## src/rtl/irq_entry_pkg.sv

```systemverilog
package irq_entry_pkg;
   typedef enum logic [1:0] {
      KIND_NONE = 2'b00,
      KIND_NMI  = 2'b01,
      KIND_MASK = 2'b10
   } irq_kind_e;

   typedef enum logic [1:0] {
      MODE_OPCODE = 2'd0,
      MODE_FIXED  = 2'd1,
      MODE_TABLE  = 2'd2
   } irq_mode_e;
endpackage

```

## src/rtl/irq_nmi_latch.sv

```systemverilog
module irq_nmi_latch #(
   parameter int SYNC_STAGES = 0
) (
   input  logic clk,
   input  logic rst_n,
   input  logic nmi_in,
   input  logic take,
   output logic pend
);
   logic nmi_s;
   logic nmi_prev;
   logic rise;

   generate
      if (SYNC_STAGES == 0) begin : g_direct
         assign nmi_s = nmi_in;
      end else begin : g_sync
         logic [SYNC_STAGES-1:0] chain;
         always_ff @(posedge clk or negedge rst_n) begin
            if (!rst_n) chain <= '0;
            else        chain <= {chain[SYNC_STAGES-2:0], nmi_in};
         end
         assign nmi_s = chain[SYNC_STAGES-1];
      end
   endgenerate

   assign rise = nmi_s & ~nmi_prev;

   always_ff @(posedge clk or negedge rst_n) begin
      if (!rst_n) begin
         nmi_prev <= 1'b0;
         pend     <= 1'b0;
      end else begin
         nmi_prev <= nmi_s;
         pend     <= rise | (pend & ~take);
      end
   end
endmodule

```

## src/rtl/irq_enable_flags.sv

```systemverilog
module irq_enable_flags (
   input  logic clk,
   input  logic rst_n,
   input  logic ei,
   input  logic di,
   input  logic retn,
   input  logic boundary,
   input  logic take_nmi,
   input  logic take_mask,
   output logic iff1,
   output logic iff2,
   output logic ei_hold
);
   always_ff @(posedge clk or negedge rst_n) begin
      if (!rst_n) begin
         iff1 <= 1'b0;
         iff2 <= 1'b0;
      end else if (take_nmi) begin
         iff2 <= iff1;
         iff1 <= 1'b0;
      end else if (take_mask) begin
         iff1 <= 1'b0;
         iff2 <= 1'b0;
      end else if (retn) begin
         iff1 <= iff2;
      end else if (di) begin
         iff1 <= 1'b0;
      end else if (ei) begin
         iff1 <= 1'b1;
      end
   end

   // blocks maskable entry at the first boundary after an enable
   always_ff @(posedge clk or negedge rst_n) begin
      if (!rst_n)        ei_hold <= 1'b0;
      else if (ei)       ei_hold <= 1'b1;
      else if (boundary) ei_hold <= 1'b0;
   end
endmodule

```

## src/rtl/irq_mode_vector.sv

```systemverilog
module irq_mode_vector #(
   parameter int                  ADDR_W     = 16,
   parameter int                  DATA_W     = 8,
   parameter logic [ADDR_W-1:0]   NMI_ADDR   = 16'h0066,
   parameter logic [ADDR_W-1:0]   FIXED_ADDR = 16'h0038
) (
   input  logic              clk,
   input  logic              rst_n,
   input  logic [2:0]        im_set,
   input  logic [DATA_W-1:0] page,
   input  logic [DATA_W-1:0] vec,
   input  logic              take_nmi,
   input  logic              take_mask,
   output logic [1:0]        mode,
   output logic [ADDR_W-1:0] addr_n,
   output logic [DATA_W-1:0] op_n
);
   import irq_entry_pkg::*;

   always_ff @(posedge clk or negedge rst_n) begin
      if (!rst_n)         mode <= MODE_OPCODE;
      else if (im_set[2]) mode <= MODE_TABLE;
      else if (im_set[1]) mode <= MODE_FIXED;
      else if (im_set[0]) mode <= MODE_OPCODE;
   end

   always_comb begin
      addr_n = '0;
      op_n   = '0;
      if (take_nmi) begin
         addr_n = NMI_ADDR;
      end else if (take_mask) begin
         case (mode)
            MODE_FIXED: addr_n = FIXED_ADDR;
            MODE_TABLE: addr_n = {page, vec};
            default:    op_n   = vec;
         endcase
      end
   end
endmodule

```

## src/rtl/irq_entry_ctrl.sv

```systemverilog
module irq_entry_ctrl #(
   parameter int                ADDR_W      = 16,
   parameter int                DATA_W      = 8,
   parameter logic [ADDR_W-1:0] NMI_ADDR    = 16'h0066,
   parameter logic [ADDR_W-1:0] FIXED_ADDR  = 16'h0038,
   parameter int                SYNC_STAGES = 0
) (
   input  logic              clk,
   input  logic              rst_n,
   input  logic              ei_i,
   input  logic              di_i,
   input  logic              retn_i,
   input  logic              im0_i,
   input  logic              im1_i,
   input  logic              im2_i,
   input  logic              irq_lvl_i,
   input  logic              nmi_i,
   input  logic              boundary_i,
   input  logic [DATA_W-1:0] page_i,
   input  logic [DATA_W-1:0] vec_i,
   output logic              ack_o,
   output logic [1:0]        kind_o,
   output logic [ADDR_W-1:0] entry_addr_o,
   output logic [DATA_W-1:0] entry_op_o,
   output logic              iff1_o,
   output logic              iff2_o,
   output logic [1:0]        mode_o
);
   import irq_entry_pkg::*;

   localparam int TABLE_W = 2 * DATA_W;

   generate
      if (ADDR_W != TABLE_W) begin : g_bad_width
         $error("irq_entry_ctrl: ADDR_W must equal twice DATA_W");
      end
      if (SYNC_STAGES < 0 || SYNC_STAGES == 1) begin : g_bad_sync
         $error("irq_entry_ctrl: SYNC_STAGES must be 0 or at least 2");
      end
   endgenerate

   logic              nmi_pend;
   logic              ei_hold;
   logic              take_nmi;
   logic              take_mask;
   logic [ADDR_W-1:0] addr_n;
   logic [DATA_W-1:0] op_n;

   assign take_nmi  = boundary_i & nmi_pend;
   assign take_mask = boundary_i & ~nmi_pend & irq_lvl_i & iff1_o & ~ei_hold;

   irq_nmi_latch #(.SYNC_STAGES(SYNC_STAGES)) u_nmi (
      .clk    (clk),
      .rst_n  (rst_n),
      .nmi_in (nmi_i),
      .take   (take_nmi),
      .pend   (nmi_pend)
   );

   irq_enable_flags u_flags (
      .clk       (clk),
      .rst_n     (rst_n),
      .ei        (ei_i),
      .di        (di_i),
      .retn      (retn_i),
      .boundary  (boundary_i),
      .take_nmi  (take_nmi),
      .take_mask (take_mask),
      .iff1      (iff1_o),
      .iff2      (iff2_o),
      .ei_hold   (ei_hold)
   );

   irq_mode_vector #(
      .ADDR_W     (ADDR_W),
      .DATA_W     (DATA_W),
      .NMI_ADDR   (NMI_ADDR),
      .FIXED_ADDR (FIXED_ADDR)
   ) u_mode (
      .clk       (clk),
      .rst_n     (rst_n),
      .im_set    ({im2_i, im1_i, im0_i}),
      .page      (page_i),
      .vec       (vec_i),
      .take_nmi  (take_nmi),
      .take_mask (take_mask),
      .mode      (mode_o),
      .addr_n    (addr_n),
      .op_n      (op_n)
   );

   always_ff @(posedge clk or negedge rst_n) begin
      if (!rst_n) begin
         ack_o        <= 1'b0;
         kind_o       <= KIND_NONE;
         entry_addr_o <= '0;
         entry_op_o   <= '0;
      end else begin
         ack_o        <= take_nmi | take_mask;
         kind_o       <= take_nmi ? KIND_NMI : (take_mask ? KIND_MASK : KIND_NONE);
         entry_addr_o <= addr_n;
         entry_op_o   <= op_n;
      end
   end
endmodule

```

## config.mk

```make
export PLATFORM = sky130hd
export DESIGN_NAME = irq_entry_ctrl
export DESIGN_NICKNAME = d
export VERILOG_FILES = /design/src/rtl/irq_entry_pkg.sv /design/src/rtl/irq_nmi_latch.sv /design/src/rtl/irq_enable_flags.sv /design/src/rtl/irq_mode_vector.sv /design/src/rtl/irq_entry_ctrl.sv
export SDC_FILE = /design/constraint.sdc
export NUM_CORES = 1
export LEC_CHECK = 0
export BUFFER_PORTS_ARGS = -buffer_cell sky130_fd_sc_hd__buf_2
export CELL_PAD_IN_SITES_DETAIL_PLACEMENT = 0
export CELL_PAD_IN_SITES_GLOBAL_PLACEMENT = 1
export CORE_MARGIN = 4
export CORE_UTILIZATION = 30
export DETAILED_ROUTE_END_ITERATION = 12
export PLACE_DENSITY_LB_ADDON = 0.1
export RECOVER_POWER = 25
export SLEW_MARGIN = 20
export SYNTH_ARGS = -nofsm -noshare
export SYNTH_HDL_FRONTEND = slang
export SYNTH_HIERARCHICAL = 1
export SYNTH_SLANG_ARGS = --single-unit
```

## constraint.sdc

```tcl
create_clock -name clk -period 1.6 [get_ports clk]
set_input_delay 0.24 -clock clk [delete_from_list [all_inputs] [get_ports clk]]
set_output_delay 0.24 -clock clk [all_outputs]
set_load 0.05 [all_outputs]
```

==> impl_metrics.csv, run 1 <==
group,metric,value,unit
status,status,"finished clean",
clock_tree,cts_tree,"yes",
timing,worstMarginPinSlew,0.8097,ns
synthesis,ys_ff_latch,34,
clock_tree,clockBufferDepth,2,
clock_tree,cts.repair.resized,0,
critical_path,cp.depth,5,
die,die_w,72.49,um
timing,hold_viol_final,0,
global_route,antenna_found_initial,0,
synthesis,syn-cell-area,0.001247,mm2
die,dieArea,0.005254,mm2
timing,slew_violations,0,
timing,slew-limit-headroom,0.4602,
cells_and_area,area_growth_syn_to_layout,36.81,%
critical_path,reg2reg_depth,5,
critical_path,cp.required,1.79,ns
clock_tree,path_clk_slew,0.07,ns
pwr,vdd_drop_max,0.0004028,V
clock_tree,clock_latency,0.27,ns
synthesis,synth_edf_count,0,
timing,setup_ws,0.3132,ns
clock_tree,cts_made_buffers,5,
global_route,grt_overflow,0,
critical_path,crit_fanout,15,
clock_tree,cts_sinks,34,
timing,min_period,1.287,ns
synthesis,ys_seq_area_frac,0.6820,
place,dp_hpwl,2.068,mm
route,wl_met2,1.322,mm
route,drtPass1Iterations,4,
pwr,power_density,1116,mW/mm2
route,drt_iter0_markers,37,
die,num_rows,23,
place,preCtsSetupSlack,0.3194,ns
clock_tree,post_cts_buffers,0,
route,via_per_inst,4.309,
cells_and_area,nets,185,
synthesis,synth_area_per_cell,13.56,um2
global_route,grt_pass1_vias,985,
route,drt_wl_total,2.688,mm
critical_path,path_buf_inv,1,
route,top_layer,"met4",
critical_path,path_class,"flip-flop to flip-flop",
cells_and_area,mostFrequentLayoutCell,"buf_2",
timing,max_freq,777.1,MHz
die,initial_utilization,0.3119,
critical_path,crit_chain,"nand4b_4 > nor2_1 > buf_4 > nand2b_1 > nor3_1",
cells_and_area,final_cell_mix,"buf_2, dfrtp_1, clkbuf_8, and3_1",
synthesis,ys.flop_type,"dfrtp_1",
critical_path,end_kind,"flip-flop",
synthesis,yosysUniqueCellTypes,29,
place,placed_cells,199,
route,drc,0,
critical_path,start_kind,"flip-flop",
timing,finalSetupTns,0,ns
critical_path,max_stage_delay,0.43,ns
pwr,p_leak,1.022,nW
synthesis,ys_async_sr_fraction,1.000,
die,core-area,0.004000,mm2
route,m1WireLength,1.055,mm
pwr,finalPower,1.905,mW
global_route,track_usage,0.1135,
synthesis,synth_nets,121,
clock_tree,root_buffer,"clkbuf_8",
critical_path,cp_slowest_cell,"dfrtp_1",
critical_path,worstPathArrival,1.48,ns
global_route,grt_first_pass_wirelength,4.574,mm
global_route,grt_max_degree,35,
clock_tree,h-tree-depth,2,
route,routedWlPerCell,12.99,um
hold_path,hp-class,"input pin to asynchronous set/reset pin",
clock_tree,cts_hold_buffers,0,
critical_path,cp_top_family,"simple AND/OR/NAND/NOR gates",
cells_and_area,final_cell_count_no_fill,207,
place,postPlaceCellArea,0.001597,mm2
cells_and_area,final_core_util,0.4267,
route,vias,892,
cells_and_area,design_area,0.001707,mm2
timing,clock_skew,0.006286,ns
run,max_cap_viol_count,0,
die,io_pins,58,
timing,rsz0062_at_grt,"false",
timing,holdWs,0.04757,ns
timing,setup_viol,0,
synthesis,ys_warn_count,6,
place,gp_congestion,0.7077,
route,wl_met3,273,um
route,ant_nets,0,
die,die-height,72.49,um
place,portBuffers,57,
cells_and_area,n_antenna_cell,0,
synthesis,synth_cells,92,
timing,fin_crit_sh,0.8043,
cells_and_area,drive_gt1_frac,0.5032,
==> cell usage after synthesis, types with 2 or more instances <==
cell,n,area (um2)
and2_1,7,43.79
a21oi_1,3,15.01
ha_1,2,25.02
dfrtp_1,34,850.8
nand2_1,3,11.26
and4b_2,2,22.52
nor2_1,3,11.26
inv_1,7,26.28
nor3_1,2,10.01
a31o_2,3,26.28
and3_1,8,50.05
==> state kept, by name, indices dropped and copies added, names as in the netlist <==
name and flops:
u_flags/ei_hold 1, u_mode/mode 2, u_nmi/pend 1, entry_addr_o 16, entry_op_o 8, u_flags/iff2 1, u_nmi/nmi_prev 1, ack_o 1
kind_o 2, u_flags/iff1 1
==> final timing paths <==
| check | start | to | slack, ns |
|---|---|---|---|
| min reg2reg | u_nmi/nmi_prev$_DFF_PN0_ | u_nmi/pend$_DFF_PN0_ | 0.44 |
| max in group asynchronous | rst_n | entry_addr_o[2]$_DFF_PN0_ | 1.04 |
| min in group clk | nmi_i | u_nmi/nmi_prev$_DFF_PN0_ | 0.09 |
| max | u_flags/iff1$_DFFE_PN0P_ | entry_addr_o[4]$_DFF_PN0_ | 0.31 |
| min | rst_n | entry_addr_o[12]$_DFF_PN0_ | 0.05 |
| max reg2reg | u_flags/iff1$_DFFE_PN0P_ | entry_addr_o[4]$_DFF_PN0_ | 0.31 |
==> cells by family after synthesis <==
group | share of synthesized area
adders and majority gates | 0.02006
AOI/OAI and AO/OA | 0.08426
buffers and inverters | 0.03811
and+or+nand+nor | 0.1755
DFF | 0.6820
==> power by group <==
group / internal, mW / switching, mW / leakage, nW
clock: 0.434 / 0.277 / 0.0575
sequential: 0.895 / 0.0207 / 0.455
combinational: 0.0859 / 0.192 / 0.509
==> layer usage <==
layer,up-vias,track usage
met5,-,0
met4,0,0.04918
met3,5,0.03601
met2,37,0.1860
met1,416,0.1372
li1,434,-
==> area by class of cell <==
class                      count  area (um2)
multi-input combinational     48       349.1
timing repair buffer          60       307.8
fill                         410        2293
clock buffer                   8       110.1
sequential                    34       850.8
tap                           50       62.56
inverter                       7       26.28
Note: power is estimated with default switching activity, not from simulation.
==> run 2: changes to the inputs <==
clock period = 1.2 ns   (was 1.6 ns; I/O delays follow)
==> impl_metrics.csv, run 2 (synthesis gave the netlist of run 1 again) <==
group,metric,value,unit
cells_and_area,final_cell_count_no_fill,214,
pwr,power_density,1425,mW/mm2
clock_tree,path_clk_slew,0.06,ns
die,initial_utilization,0.3119,
place,postPlaceCellArea,0.001675,mm2
cells_and_area,n_antenna_cell,0,
cells_and_area,top_regs,"entry_addr_o (16), entry_op_o (8)",
timing,slew-limit-headroom,0.7033,
clock_tree,h-tree-depth,2,
critical_path,end_kind,"flip-flop",
die,num_rows,23,
timing,holdWs,0.03456,ns
timing,clock_skew,0.003164,ns
run,max_cap_viol_count,0,
critical_path,start_kind,"flip-flop",
cells_and_area,design_area,0.001813,mm2
status,status,"finished clean",
timing,fin_crit_sh,0.9724,
global_route,grt_max_degree,35,
global_route,grt_first_pass_wirelength,4.450,mm
critical_path,cp.required,1.36,ns
route,drc,0,
cells_and_area,final_cell_mix,"buf_2, dfrtp_1, clkbuf_8, buf_4, and3_1",
clock_tree,clock_latency,0.27,ns
pwr,p_seq_frac,0.473,
place,preCtsSetupSlack,-0.04512,ns
die,dieArea,0.005254,mm2
global_route,grt_overflow,0,
timing,worstMarginPinSlew,0.4451,ns
pwr,p_clk_frac,0.365,
pwr,switching_power,661.9,uW
timing,slew_violations,0,
timing,max_freq,857.0,MHz
clock_tree,cts_tree,"yes",
pwr,vdd_drop_max,0.0006498,V
global_route,antenna_found_initial,0,
die,die-height,72.49,um
clock_tree,root_buffer,"clkbuf_8",
pwr,p_int,1.922,mW
cells_and_area,regArea,854.6,um2
timing,min_period,1.167,ns
route,drtPass1Iterations,4,
route,drt_iter0_markers,37,
hold_path,hp-class,"input pin to flip-flop",
critical_path,crit_fanout,9,
die,core-area,0.004000,mm2
route,drt_wl_total,2.744,mm
pwr,finalPower,2.584,mW
timing,hold_viol_final,0,
clock_tree,clockBufferDepth,2,
die,die_w,72.49,um
place,dp_hpwl,2.152,mm
cells_and_area,nets,192,
global_route,grt_pass1_vias,1018,
place,gp_congestion,0.6763,
cells_and_area,final_core_util,0.4532,
place,placed_cells,204,
route,routedWlPerCell,12.82,um
pwr,p_leak,1.059,nW
clock_tree,cts_sinks,34,
route,via_per_inst,4.421,
critical_path,worstPathArrival,1.33,ns
pwr,pwr-share-comb,0.163,
timing,rsz0062_at_grt,"true",
cells_and_area,max_flop_register,"entry_addr_o",
cells_and_area,largest_reg_flops,16,
timing,finalSetupTns,0,ns
pwr,swShare,0.2562,
global_route,track_usage,0.1107,
die,io_pins,58,
cells_and_area,mostFrequentLayoutCell,"buf_2",
clock_tree,cts_made_buffers,5,
cells_and_area,n_fill_cell,402,
place,portBuffers,57,
timing,setup_viol,0,
timing,setup_ws,0.03314,ns
cells_and_area,multi_input_area,396.6,um2
critical_path,path_class,"flip-flop to flip-flop",
route,vias,946,
route,ant_nets,0,
cells_and_area,area_growth_syn_to_layout,45.34,%
cells_and_area,drive_gt1_frac,0.5915,
run 2: power groups by stage:
stage / logic, mW / registers [mW] / clock network (mW)
2_1_floorplan: 0.116 / 1.38 / 0
3_3_place_gp: 0.420 / 1.24 / 0
3_5_place_dp: 0.422 / 1.24 / 0
4_1_cts: 0.428 / 1.22 / 0.981
5_1_grt: 0.456 / 1.23 / 1.02
6_report: 0.420 / 1.22 / 0.942
run 2: area by class of cell:
| type | count | share of cell area |
|---|---|---|
| Clock buffer | 8 | 0.06073 |
| Inverter | 7 | 0.01449 |
| Multi-Input combinational cell | 48 | 0.2188 |
| Sequential cell | 34 | 0.4714 |
| Tap cell | 50 | 0.03451 |
| Timing Repair Buffer | 67 | 0.2001 |
run 2: routing by layer:
layer	vias to the layer above	part of all wire	global-route usage
met4	0	0.0062	0.04508
met5	-	0	0
li1	447	-	-
met1	463	0.39	0.1298
met2	34	0.53	0.1881
met3	2	0.080	0.03463
run 2: final timing paths:
kind	startpoint	slack [ns]	cells past startpoint	endpoint
max reg2reg	u_mode/mode[0]$_DFFE_PN0P_	0.03	4	entry_addr_o[10]$_DFF_PN0_
min	nmi_i	0.03	1	u_nmi/nmi_prev$_DFF_PN0_
max	u_mode/mode[0]$_DFFE_PN0P_	0.03	4	entry_addr_o[10]$_DFF_PN0_
min reg2reg	u_nmi/nmi_prev$_DFF_PN0_	0.46	1	u_nmi/pend$_DFF_PN0_
min in group asynchronous	rst_n	0.50	3	kind_o[1]$_DFF_PN0_
max in group asynchronous	rst_n	0.37	3	u_mode/mode[0]$_DFFE_PN0P_
run 2: critical path, stage by stage, from the launching register on:
cell     delay, ns
dfrtp_2       0.40
inv_2         0.05
ha_4          0.18
and3b_2       0.27
and2_4        0.17
run 2: what timing repair did:
item,4_1_cts,5_1_grt
pin swaps,2,4
hold buffers,1,0
setup endpoints to repair,10,13
gates resized for setup,1,5
buffers inserted,1,0
endpoints found under the hold margin,34,0
==> run 3: changes to the inputs <==
clock period = 1.5 ns   (was 1.2 ns; I/O delays follow)
==> impl_metrics.csv, run 3 (synthesis gave the netlist of run 1 again) <==
group,metric,value,unit
status,status,"finished clean",
die,dieArea,0.005254,mm2
die,die-height,72.49,um
place,preCtsSetupSlack,0.1819,ns
hold_path,hp-class,"input pin to flip-flop",
pwr,p_leak,1.002,nW
critical_path,reg2reg_to,"entry_addr_o[0]$_DFF_PN0_",
clock_tree,root_buffer,"clkbuf_8",
pwr,finalPower,1.879,mW
critical_path,cp.required,1.71,ns
timing,setup_viol,0,
timing,clock_skew,0.003258,ns
clock_tree,clock_latency,0.27,ns
clock_tree,cts_sinks,34,
timing,holdWs,0.07375,ns
pwr,p_clk_frac,0.321,
cells_and_area,largest_reg_flops,16,
cells_and_area,final_core_util,0.4216,
die,core-area,0.004000,mm2
hold_path,worstHoldPathCells,1,
route,ant_nets,0,
cells_and_area,final_cell_mix,"buf_2, dfrtp_1, and3_1",
clock_tree,cts_made_buffers,5,
pwr,power_density,1114,mW/mm2
route,drtPass1Iterations,3,
cells_and_area,mostFrequentLayoutCell,"buf_2",
cells_and_area,design_area,0.001687,mm2
critical_path,worstPathArrival,1.55,ns
clock_tree,cts.repair.resized,0,
route,drt_iter0_markers,53,
run,max_cap_viol_count,0,
die,io_pins,58,
timing,setup_ws,0.1630,ns
cells_and_area,drive_gt1_frac,0.4810,
cells_and_area,nets,187,
cells_and_area,n_antenna_cell,0,
place,portBuffers,57,
hold_path,hold_start,"nmi_i",
timing,fin_crit_sh,0.8913,
timing,worstMarginPinSlew,0.5948,ns
global_route,grt_first_pass_wirelength,4.291,mm
timing,slew_violations,0,
timing,hold_viol_final,0,
cells_and_area,final_cell_count_no_fill,208,
global_route,track_usage,0.1097,
route,routedWlPerCell,13.05,um
timing,finalSetupTns,0,ns
hold_path,hold_path_end,"u_nmi/nmi_prev$_DFF_PN0_",
timing,min_period,1.337,ns
place,dp_hpwl,2.111,mm
route,vias,896,
timing,max_freq,748.0,MHz
clock_tree,path_clk_slew,0.06,ns
cells_and_area,top_regs,"entry_addr_o (16), entry_op_o (8)",
clock_tree,clockBufferDepth,2,
die,die_w,72.49,um
cells_and_area,max_flop_register,"entry_addr_o",
timing,rsz0062_at_grt,"false",
critical_path,path_class,"flip-flop to flip-flop",
global_route,grt_pass1_vias,911,
place,gp_congestion,0.6554,
timing,slew-limit-headroom,0.6051,
route,top_layer,"met4",
clock_tree,h-tree-depth,2,
global_route,grt_overflow,0,
place,placed_cells,200,
cells_and_area,area_growth_syn_to_layout,35.21,%
pwr,p_seq_frac,0.520,
pwr,pwr-share-comb,0.159,
pwr,p_int,1.368,mW
global_route,antenna_found_initial,0,
place,postPlaceCellArea,0.001607,mm2
route,wl_met2,1.369,mm
critical_path,rrSetupSlack,0.16,ns
pwr,switching_power,511.0,uW
route,drc,0,
global_route,grt_max_degree,21,
critical_path,start_kind,"flip-flop",
clock_tree,cts_tree,"yes",
route,drt_wl_total,2.715,mm
route,via_per_inst,4.308,
route,wl_met3,215,um
pwr,vdd_drop_max,0.0004144,V
critical_path,crit_fanout,13,
critical_path,end_kind,"flip-flop",
die,initial_utilization,0.3119,
critical_path,reg2reg_depth,4,
die,num_rows,23,
critical_path,r2r_start,"u_flags/iff1$_DFFE_PN0P_",
route,m1WireLength,1.095,mm
pwr,swShare,0.2719,
## run 3: what timing repair did
item                      in CTS  in global routing
hold buffers                   1                  0
buffers inserted               0                  0
hold endpoints to repair      14                  0
## run 3: power by group through the flow
| stage | Sequential (mW) | Clock [mW] | Combinational (mW) |
|---|---|---|---|
| 2_1_floorplan | 1.10 | 0 | 0.0810 |
| 3_5_place_dp | 0.996 | 0 | 0.301 |
| 4_1_cts | 0.979 | 0.634 | 0.304 |
| 5_1_grt | 0.981 | 0.671 | 0.324 |
| 3_3_place_gp | 0.994 | 0 | 0.301 |
| 6_report | 0.978 | 0.604 | 0.298 |
## run 3: critical path: stages (launching register included)
cell and delay (ns):
dfrtp_1 0.43, nand4b_4 0.13, nor2_1 0.26, buf_4 0.23
and4b_2 0.23
## run 3: area by class of cell
cell class,count,area (um2)
inverters,7,26.28
clock buffers,7,76.32
well taps,50,62.56
flip-flops and latches,34,852.1
multi-input cells,48,349.1
repair buffers,62,320.3
fillers,409,2313
## run 3: worst max-delay path by stage
stage                                  to  slack [ns]                   startpoint  cells past startpoint
6_report        entry_addr_o[0]$_DFF_PN0_        0.16     u_flags/iff1$_DFFE_PN0P_                      4
5_1_grt         entry_addr_o[7]$_DFF_PN0_        0.02     u_flags/iff1$_DFFE_PN0P_                      4
4_1_cts        entry_addr_o[15]$_DFF_PN0_        0.16  u_flags/ei_hold$_DFFE_PN0P_                      4
3_5_place_dp   entry_addr_o[15]$_DFF_PN0_        0.18  u_flags/ei_hold$_DFFE_PN0P_                      4
3_3_place_gp   entry_addr_o[15]$_DFF_PN0_        0.23  u_flags/ei_hold$_DFFE_PN0P_                      4
2_1_floorplan  entry_addr_o[10]$_DFF_PN0_        0.05   u_mode/mode[1]$_DFFE_PN0P_                      4
## run 3: metal layers
metal,vias up,GRT usage
met5,-,0
met4,0,0.04918
met3,5,0.04432
met2,33,0.1739
met1,419,0.1310
li1,439,-
